$ cat src/rtl/injseq_pkg.sv
package injseq_pkg;

  typedef struct packed {
    logic inWin;
    logic opening;
    logic closing;
    logic refRise;
    logic miss;
    logic lagSmp;
    logic leadSmp;
  } win_strobe_t;

endpackage

$ cat src/rtl/inj_ctrl.sv
module inj_ctrl
  import injseq_pkg::*;
#(
  parameter int TMO_W  = 12,
  parameter int MISS_W = 4
) (
  input  logic              clk,
  input  logic              rstN,
  input  logic              bclkIn,
  input  logic              rclkIn,
  input  logic              lastIn,
  input  logic [TMO_W-1:0]  missTimeout,
  input  logic [MISS_W-1:0] missLimit,
  output logic              selOut,
  output logic              missOut,
  output logic              resetReqOut,
  output win_strobe_t       stb
);

  logic              bPrev, rPrev, armed, sel, refSeen;
  logic [TMO_W-1:0]  tmr;
  logic [MISS_W-1:0] missRun, missRunNext;
  logic              missQ, rrqQ;
  logic              bFall, refRise, openNow, closeNow, tmoHit, runHit;

  always_comb begin
    bFall       = bPrev & ~bclkIn;
    refRise     = ~rPrev & rclkIn;
    openNow     = ~sel & (armed | lastIn) & bFall;
    closeNow    = sel & rclkIn & bclkIn;
    tmoHit      = sel & ~refSeen & ~refRise & ~closeNow &
                  (tmr == missTimeout - TMO_W'(1));
    missRunNext = missRun + MISS_W'(1);
    runHit      = tmoHit & (missRunNext >= missLimit);
  end

  always_ff @(posedge clk) begin
    if (!rstN) begin
      bPrev   <= 1'b0;
      rPrev   <= 1'b0;
      armed   <= 1'b0;
      sel     <= 1'b0;
      refSeen <= 1'b0;
      tmr     <= '0;
      missRun <= '0;
      missQ   <= 1'b0;
      rrqQ    <= 1'b0;
    end else begin
      bPrev <= bclkIn;
      rPrev <= rclkIn;
      missQ <= tmoHit;
      rrqQ  <= runHit;
      if (openNow) begin
        sel     <= 1'b1;
        armed   <= 1'b0;
        refSeen <= 1'b0;
        tmr     <= '0;
      end else begin
        if (lastIn) armed <= 1'b1;
        if (closeNow) sel <= 1'b0;
        if (sel) begin
          if (refRise) refSeen <= 1'b1;
          if (tmoHit) tmr <= '0;
          else if (!refSeen) tmr <= tmr + TMO_W'(1);
        end
      end
      if (sel && refRise) missRun <= '0;
      else if (runHit)    missRun <= '0;
      else if (tmoHit)    missRun <= missRunNext;
    end
  end

  assign selOut      = sel;
  assign missOut     = missQ;
  assign resetReqOut = rrqQ;

  always_comb begin
    stb.inWin   = sel;
    stb.opening = openNow;
    stb.closing = closeNow;
    stb.refRise = refRise;
    stb.miss    = tmoHit;
    stb.lagSmp  = sel & rclkIn & ~bclkIn;
    stb.leadSmp = sel & bclkIn & ~rclkIn;
  end

endmodule

$ cat src/rtl/inj_phase_dp.sv
module inj_phase_dp
  import injseq_pkg::*;
#(
  parameter int CNT_W  = 8,
  parameter int LOCK_W = 4
) (
  input  logic              clk,
  input  logic              rstN,
  input  win_strobe_t       stb,
  input  logic [LOCK_W-1:0] lockNeed,
  output logic              upOut,
  output logic              dnOut,
  output logic [CNT_W-1:0]  upWidth,
  output logic [CNT_W-1:0]  dnWidth,
  output logic              widthValid,
  output logic              lockedOut
);

  localparam logic [CNT_W-1:0]  CNT_MAX  = '1;
  localparam logic [LOCK_W-1:0] LOCK_MAX = '1;

  logic [1:0] smp;
  logic       upQ, dnQ, validQ, lockedQ;
  logic [LOCK_W-1:0] lockRun, runInc;
  logic [CNT_W-1:0]  lagAcc, leadAcc;
  logic              goodWin;

  assign smp = {stb.leadSmp, stb.lagSmp};

  for (genvar g = 0; g < 2; g++) begin : gDir
    logic [CNT_W-1:0] acc, wid;
    always_ff @(posedge clk) begin
      if (!rstN) begin
        acc <= '0;
        wid <= '0;
      end else begin
        if (stb.closing) wid <= acc;
        if (stb.closing || stb.opening) acc <= '0;
        else if (smp[g] && acc != CNT_MAX) acc <= acc + CNT_W'(1);
      end
    end
  end

  assign lagAcc  = gDir[0].acc;
  assign leadAcc = gDir[1].acc;

  always_comb begin
    if (lagAcc >= leadAcc) goodWin = (lagAcc - leadAcc) <= CNT_W'(1);
    else                   goodWin = (leadAcc - lagAcc) <= CNT_W'(1);
    runInc = (lockRun == LOCK_MAX) ? lockRun : lockRun + LOCK_W'(1);
  end

  always_ff @(posedge clk) begin
    if (!rstN) begin
      upQ     <= 1'b0;
      dnQ     <= 1'b0;
      validQ  <= 1'b0;
      lockRun <= '0;
      lockedQ <= 1'b0;
    end else begin
      upQ    <= stb.lagSmp;
      dnQ    <= stb.leadSmp;
      validQ <= stb.closing;
      if (stb.miss) begin
        lockRun <= '0;
        lockedQ <= 1'b0;
      end else if (stb.closing) begin
        if (goodWin) begin
          lockRun <= runInc;
          lockedQ <= (runInc >= lockNeed);
        end else begin
          lockRun <= '0;
          lockedQ <= 1'b0;
        end
      end
    end
  end

  assign upOut      = upQ;
  assign dnOut      = dnQ;
  assign upWidth    = gDir[0].wid;
  assign dnWidth    = gDir[1].wid;
  assign widthValid = validQ;
  assign lockedOut  = lockedQ;

endmodule

$ cat src/rtl/edge_inject_seq.sv
module edge_inject_seq
  import injseq_pkg::*;
#(
  parameter int CNT_W  = 8,
  parameter int TMO_W  = 12,
  parameter int MISS_W = 4,
  parameter int LOCK_W = 4
) (
  input  logic              clk,
  input  logic              rstN,
  input  logic              bclkIn,
  input  logic              rclkIn,
  input  logic              lastIn,
  input  logic [TMO_W-1:0]  missTimeout,
  input  logic [MISS_W-1:0] missLimit,
  input  logic [LOCK_W-1:0] lockNeed,
  output logic              selOut,
  output logic              upOut,
  output logic              dnOut,
  output logic [CNT_W-1:0]  upWidth,
  output logic [CNT_W-1:0]  dnWidth,
  output logic              widthValid,
  output logic              lockedOut,
  output logic              missOut,
  output logic              resetReqOut
);

  win_strobe_t stb;

  inj_ctrl #(.TMO_W(TMO_W), .MISS_W(MISS_W)) u_ctrl (
    .clk(clk), .rstN(rstN), .bclkIn(bclkIn), .rclkIn(rclkIn), .lastIn(lastIn),
    .missTimeout(missTimeout), .missLimit(missLimit),
    .selOut(selOut), .missOut(missOut), .resetReqOut(resetReqOut), .stb(stb)
  );

  inj_phase_dp #(.CNT_W(CNT_W), .LOCK_W(LOCK_W)) u_dp (
    .clk(clk), .rstN(rstN), .stb(stb), .lockNeed(lockNeed),
    .upOut(upOut), .dnOut(dnOut), .upWidth(upWidth), .dnWidth(dnWidth),
    .widthValid(widthValid), .lockedOut(lockedOut)
  );

endmodule

$ cat config.mk
export PLATFORM = sky130hd
export DESIGN_NAME = edge_inject_seq
export DESIGN_NICKNAME = d
export VERILOG_FILES = /design/src/rtl/injseq_pkg.sv /design/src/rtl/inj_ctrl.sv /design/src/rtl/inj_phase_dp.sv /design/src/rtl/edge_inject_seq.sv
export SDC_FILE = /design/constraint.sdc
export NUM_CORES = 1
export LEC_CHECK = 0
export BUFFER_PORTS_ARGS = -buffer_cell sky130_fd_sc_hd__buf_2
export CAP_MARGIN = 20
export CORE_MARGIN = 1.5
export CORE_UTILIZATION = 50
export DETAILED_ROUTE_END_ITERATION = 10
export GPL_TIMING_DRIVEN = 0
export HOLD_SLACK_MARGIN = 0.06
export PLACE_DENSITY = 0.7
export REMOVE_ABC_BUFFERS = 1
export SLEW_MARGIN = 5
export SYNTH_ARGS = -nofsm -noshare
export SYNTH_HDL_FRONTEND = slang
export SYNTH_SLANG_ARGS = --single-unit
export TNS_END_PERCENT = 100
$ cat constraint.sdc
create_clock -name clk -period 3 [get_ports clk]
set_input_delay 0.15 -clock clk [delete_from_list [all_inputs] [get_ports clk]]
set_output_delay 0.15 -clock clk [all_outputs]
set_load 0.005 [all_outputs]
==> results.ini <==
[run_status]
outcome = finished, final reports clean

[worst_setup_path]
ff2ff_path_depth = 12
path_max_fanout = 6
cp_data_required_time_ps = 3250
cp.arrival_ps = 3060
setup.worst_path.end = u_dp.lockRun[3]
critPathLaunchType = flip-flop
reg2reg_slack_ps = 190
crit_chain = inv_1, ha_1, inv_1, fa_1, a211o_1, o21ai_1, xnor2_1, or4_4, nor4_4, buf_4, o211ai_1, a211oi_1
crit_type = flip-flop to flip-flop
end_kind = flip-flop
crit_start = u_dp.gDir[1].acc[0]
rr_startpoint = u_dp.gDir[1].acc[0]
slowest_stage = or4_4
rr_endpoint = u_dp.lockRun[3]
path_common_cell = inv_1
cpPeakStageDelay_ps = 500

[floorplanning]
rows = 31
core_um2 = 7370
die_x_um = 91.0
die_y_um = 91.0
start_util_pct = 52.5
io_pins = 48
die_area_um2 = 8270

[cells_and_area]
synthToLayoutAreaGrowth_pct = 17.0
fin_util_pct = 61.4
final_area_um2 = 4530
finish.net_count = 569
final_cells = 617
drive_gt1_share_pct = 18.5
n_fill_cell = 702
antennaDiodeCount = 0

[cts]
clock_sinks = 63
cts_tree = yes
cts_made_buffers = 9
h-tree-depth = 3
cts_root_buf = clkbuf_8
clk_pin_slew_worst_paths_ps = 70
clock_latency_ps = 330
clockBufferDepth = 2

[routing]
antenna_left = 0
drc_errors = 0
wirelength_um = 9210
routedWlPerCell_um = 14.9
dr.pass1.iters = 4
drt-vias-per-instance = 5.63
vias = 3471
dr.first_iter.drc_count = 132

[sta]
rsz0062_at_grt = false
worst_pin_slew_ps = 753
skew_ps = 7.44
fmax_ghz = 0.355
setup_viol = 0
period_share_pct = 93.8
slew_viol_final = 0
maxSlewHeadroom_pct = 49.4
finalSetupTns_ps = 0
hold-worst-slack_ps = 106
fin_ws_ps = 187
hold_violations = 0
fin_crit_ps = 2810

[power_and_ir_drop]
p_per_area_nw_per_um2 = 376
p_leak_nw = 1.91
ir_drop_uv = 234
power.total_mw = 1.70

[logic_synthesis]
synth.distinct_cells = 62
ys_ff_latch = 63
synth-edff-count = 0
ys_top_cells_by_area = dfxtp_1 33%, ha_1 9.4%, xnor2_1 7.0%
ys.flop_type = dfxtp_1
async_reset_ff_share_pct = 0
synth_seq_area_share_pct = 32.6
yosysTopAreaCell = dfxtp_1
syn_area_per_cell_um2 = 8.39
synthesis.area_um2 = 3870
synthCells = 461
ys_warn_count = 0
synth_top_area_share_pct = 32.6

[placement]
dp.cells = 594
post-dp-hpwl_um = 6750
placed_cell_area_um2 = 4180
io_buffers = 47
pre_cts_ws_ps = -529
gp_congestion = 0.895

[grt]
grt_pass1_vias = 3302
antenna_found_initial = 0
track_usage_pct = 22.6
grt-ovfl-total = 0
grt_pass1_wl_um = 15300
grt_max_degree = 17

[hold_path]
hold_depth = 2
hold_path.class = primary input to flip-flop

[job]
maxCapViolations = 0

-- layout make-up --
class	count	area, µm²	share of cell area [%]
Inverter	35	131	2.90
Timing Repair Buffer	55	308	6.80
Clock inverter	6	60.1	1.33
Multi-Input combinational cell	349	2490	55.1
Sequential cell	63	1270	28.1
Tap cell	99	124	2.74
Clock buffer	10	138	3.04
-- synthesized netlist by cell type (3+ instances only) --
library cell  count
nand3_1          18
a22o_1           16
o211ai_1          6
nor2_1           54
a2bb2oi_1         3
nor4_1            6
dfxtp_1          63
a31oi_1           6
and3_1            9
mux2i_1           3
xor2_1           17
a21o_1            8
clkbuf_1         10
xnor2_1          31
a21oi_1          14
inv_1            34
or4_1             3
nand2b_1          7
a211oi_1          5
nor2b_1           4
nor3_1           12
o21ai_0          14
nand2_1          28
o31ai_1           3
nand4_1          10
ha_1             29
-- critical path, delay by kind of cell (launching register included) --
family	cells	cell delay, ps
buf+inv	3	320
xor+xnor	1	80
fa+ha+maj	2	560
flops	1	370
compound gates	4	710
simple gates	2	680
-- timing repair --
item | CTS | global route
pin swaps | 2 | 4
resized for setup | 10 | 12
endpoints found under the setup margin | 5 | 22
buffers inserted | 3 | 1
endpoints found under the hold margin | 1 | 0
hold buffers | 1 | 0
-- how the worst min path moves through the flow --
stage | slack [ps] | startpoint | endpoint
global route | 100 | bclkIn | u_dp.upOut
detailed placement | 400 | lastIn | u_ctrl.armed
floorplan | 230 | bclkIn | u_dp.upOut
global placement | 390 | lastIn | u_ctrl.armed
CTS | 80 | bclkIn | u_dp.upOut
finish | 110 | rstN | u_ctrl.bPrev
-- logic make-up (layout without fill, tap and decap cells) --
kind of cell	after synthesis	after routing	share of synthesized area (%)
AND/OR/NAND/NOR	168	168	21.9
XOR/XNOR	48	48	10.9
buffers and inverters	49	106	4.82
multiplexers	4	4	1.07
AO/OA/AOI/OAI	98	98	18.3
adder cells (fa/ha/maj)	31	31	10.4
flip-flops	63	63	32.6
-- cell usage in the layout, fill, tap and decap left out, types with 3 or more instances in the layout --
cell	instances
dfxtp_1	59
nor2_1	52
buf_2	47
inv_1	34
xnor2_1	31
nand2_1	28
ha_1	26
nand3_1	18
xor2_1	17
a22o_1	16
o21ai_0	13
nor3_1	12
a21oi_1	12
clkbuf_8	11
nand4_1	10
and3_1	9
a21o_1	8
nand2b_1	7
o211ai_1	6
a31oi_1	5
nor4_1	5
a211oi_1	5
buf_4	5
nor2b_1	4
a2bb2oi_1	3
mux2i_1	3
o31ai_1	3
ha_2	3
clkinv_2	3
-- per-layer routing --
layer,track usage [%],share of wire (%),up-vias
met5,0,0,-
met4,7.42,1.2,0
met1,27.9,45,1626
met2,39.2,49,87
li1,-,-,1745
met3,4.44,4.1,13
-- sequential cells by signal (all words and copies together), names as in the netlist --
name and count:
u_ctrl.armed 1, u_ctrl.bPrev 1, u_ctrl.missOut 1, u_ctrl.missRun 4, u_ctrl.rPrev 1, u_ctrl.refSeen 1, u_ctrl.resetReqOut 1, u_ctrl.selOut 1
u_ctrl.tmr 12, u_dp.dnOut 1, u_dp.dnWidth 8, u_dp.gDir.acc 16, u_dp.lockRun 4, u_dp.lockedOut 1, u_dp.upOut 1, u_dp.upWidth 8
u_dp.widthValid 1
-- report_power, final --
part / internal (mW) / switching, mW / leakage, nW
clock: 0.401 / 0.324 / 0.0981
sequential: 0.840 / 0.00541 / 0.511
combinational: 0.0577 / 0.0755 / 1.30
(Power assumes the default switching activity.)
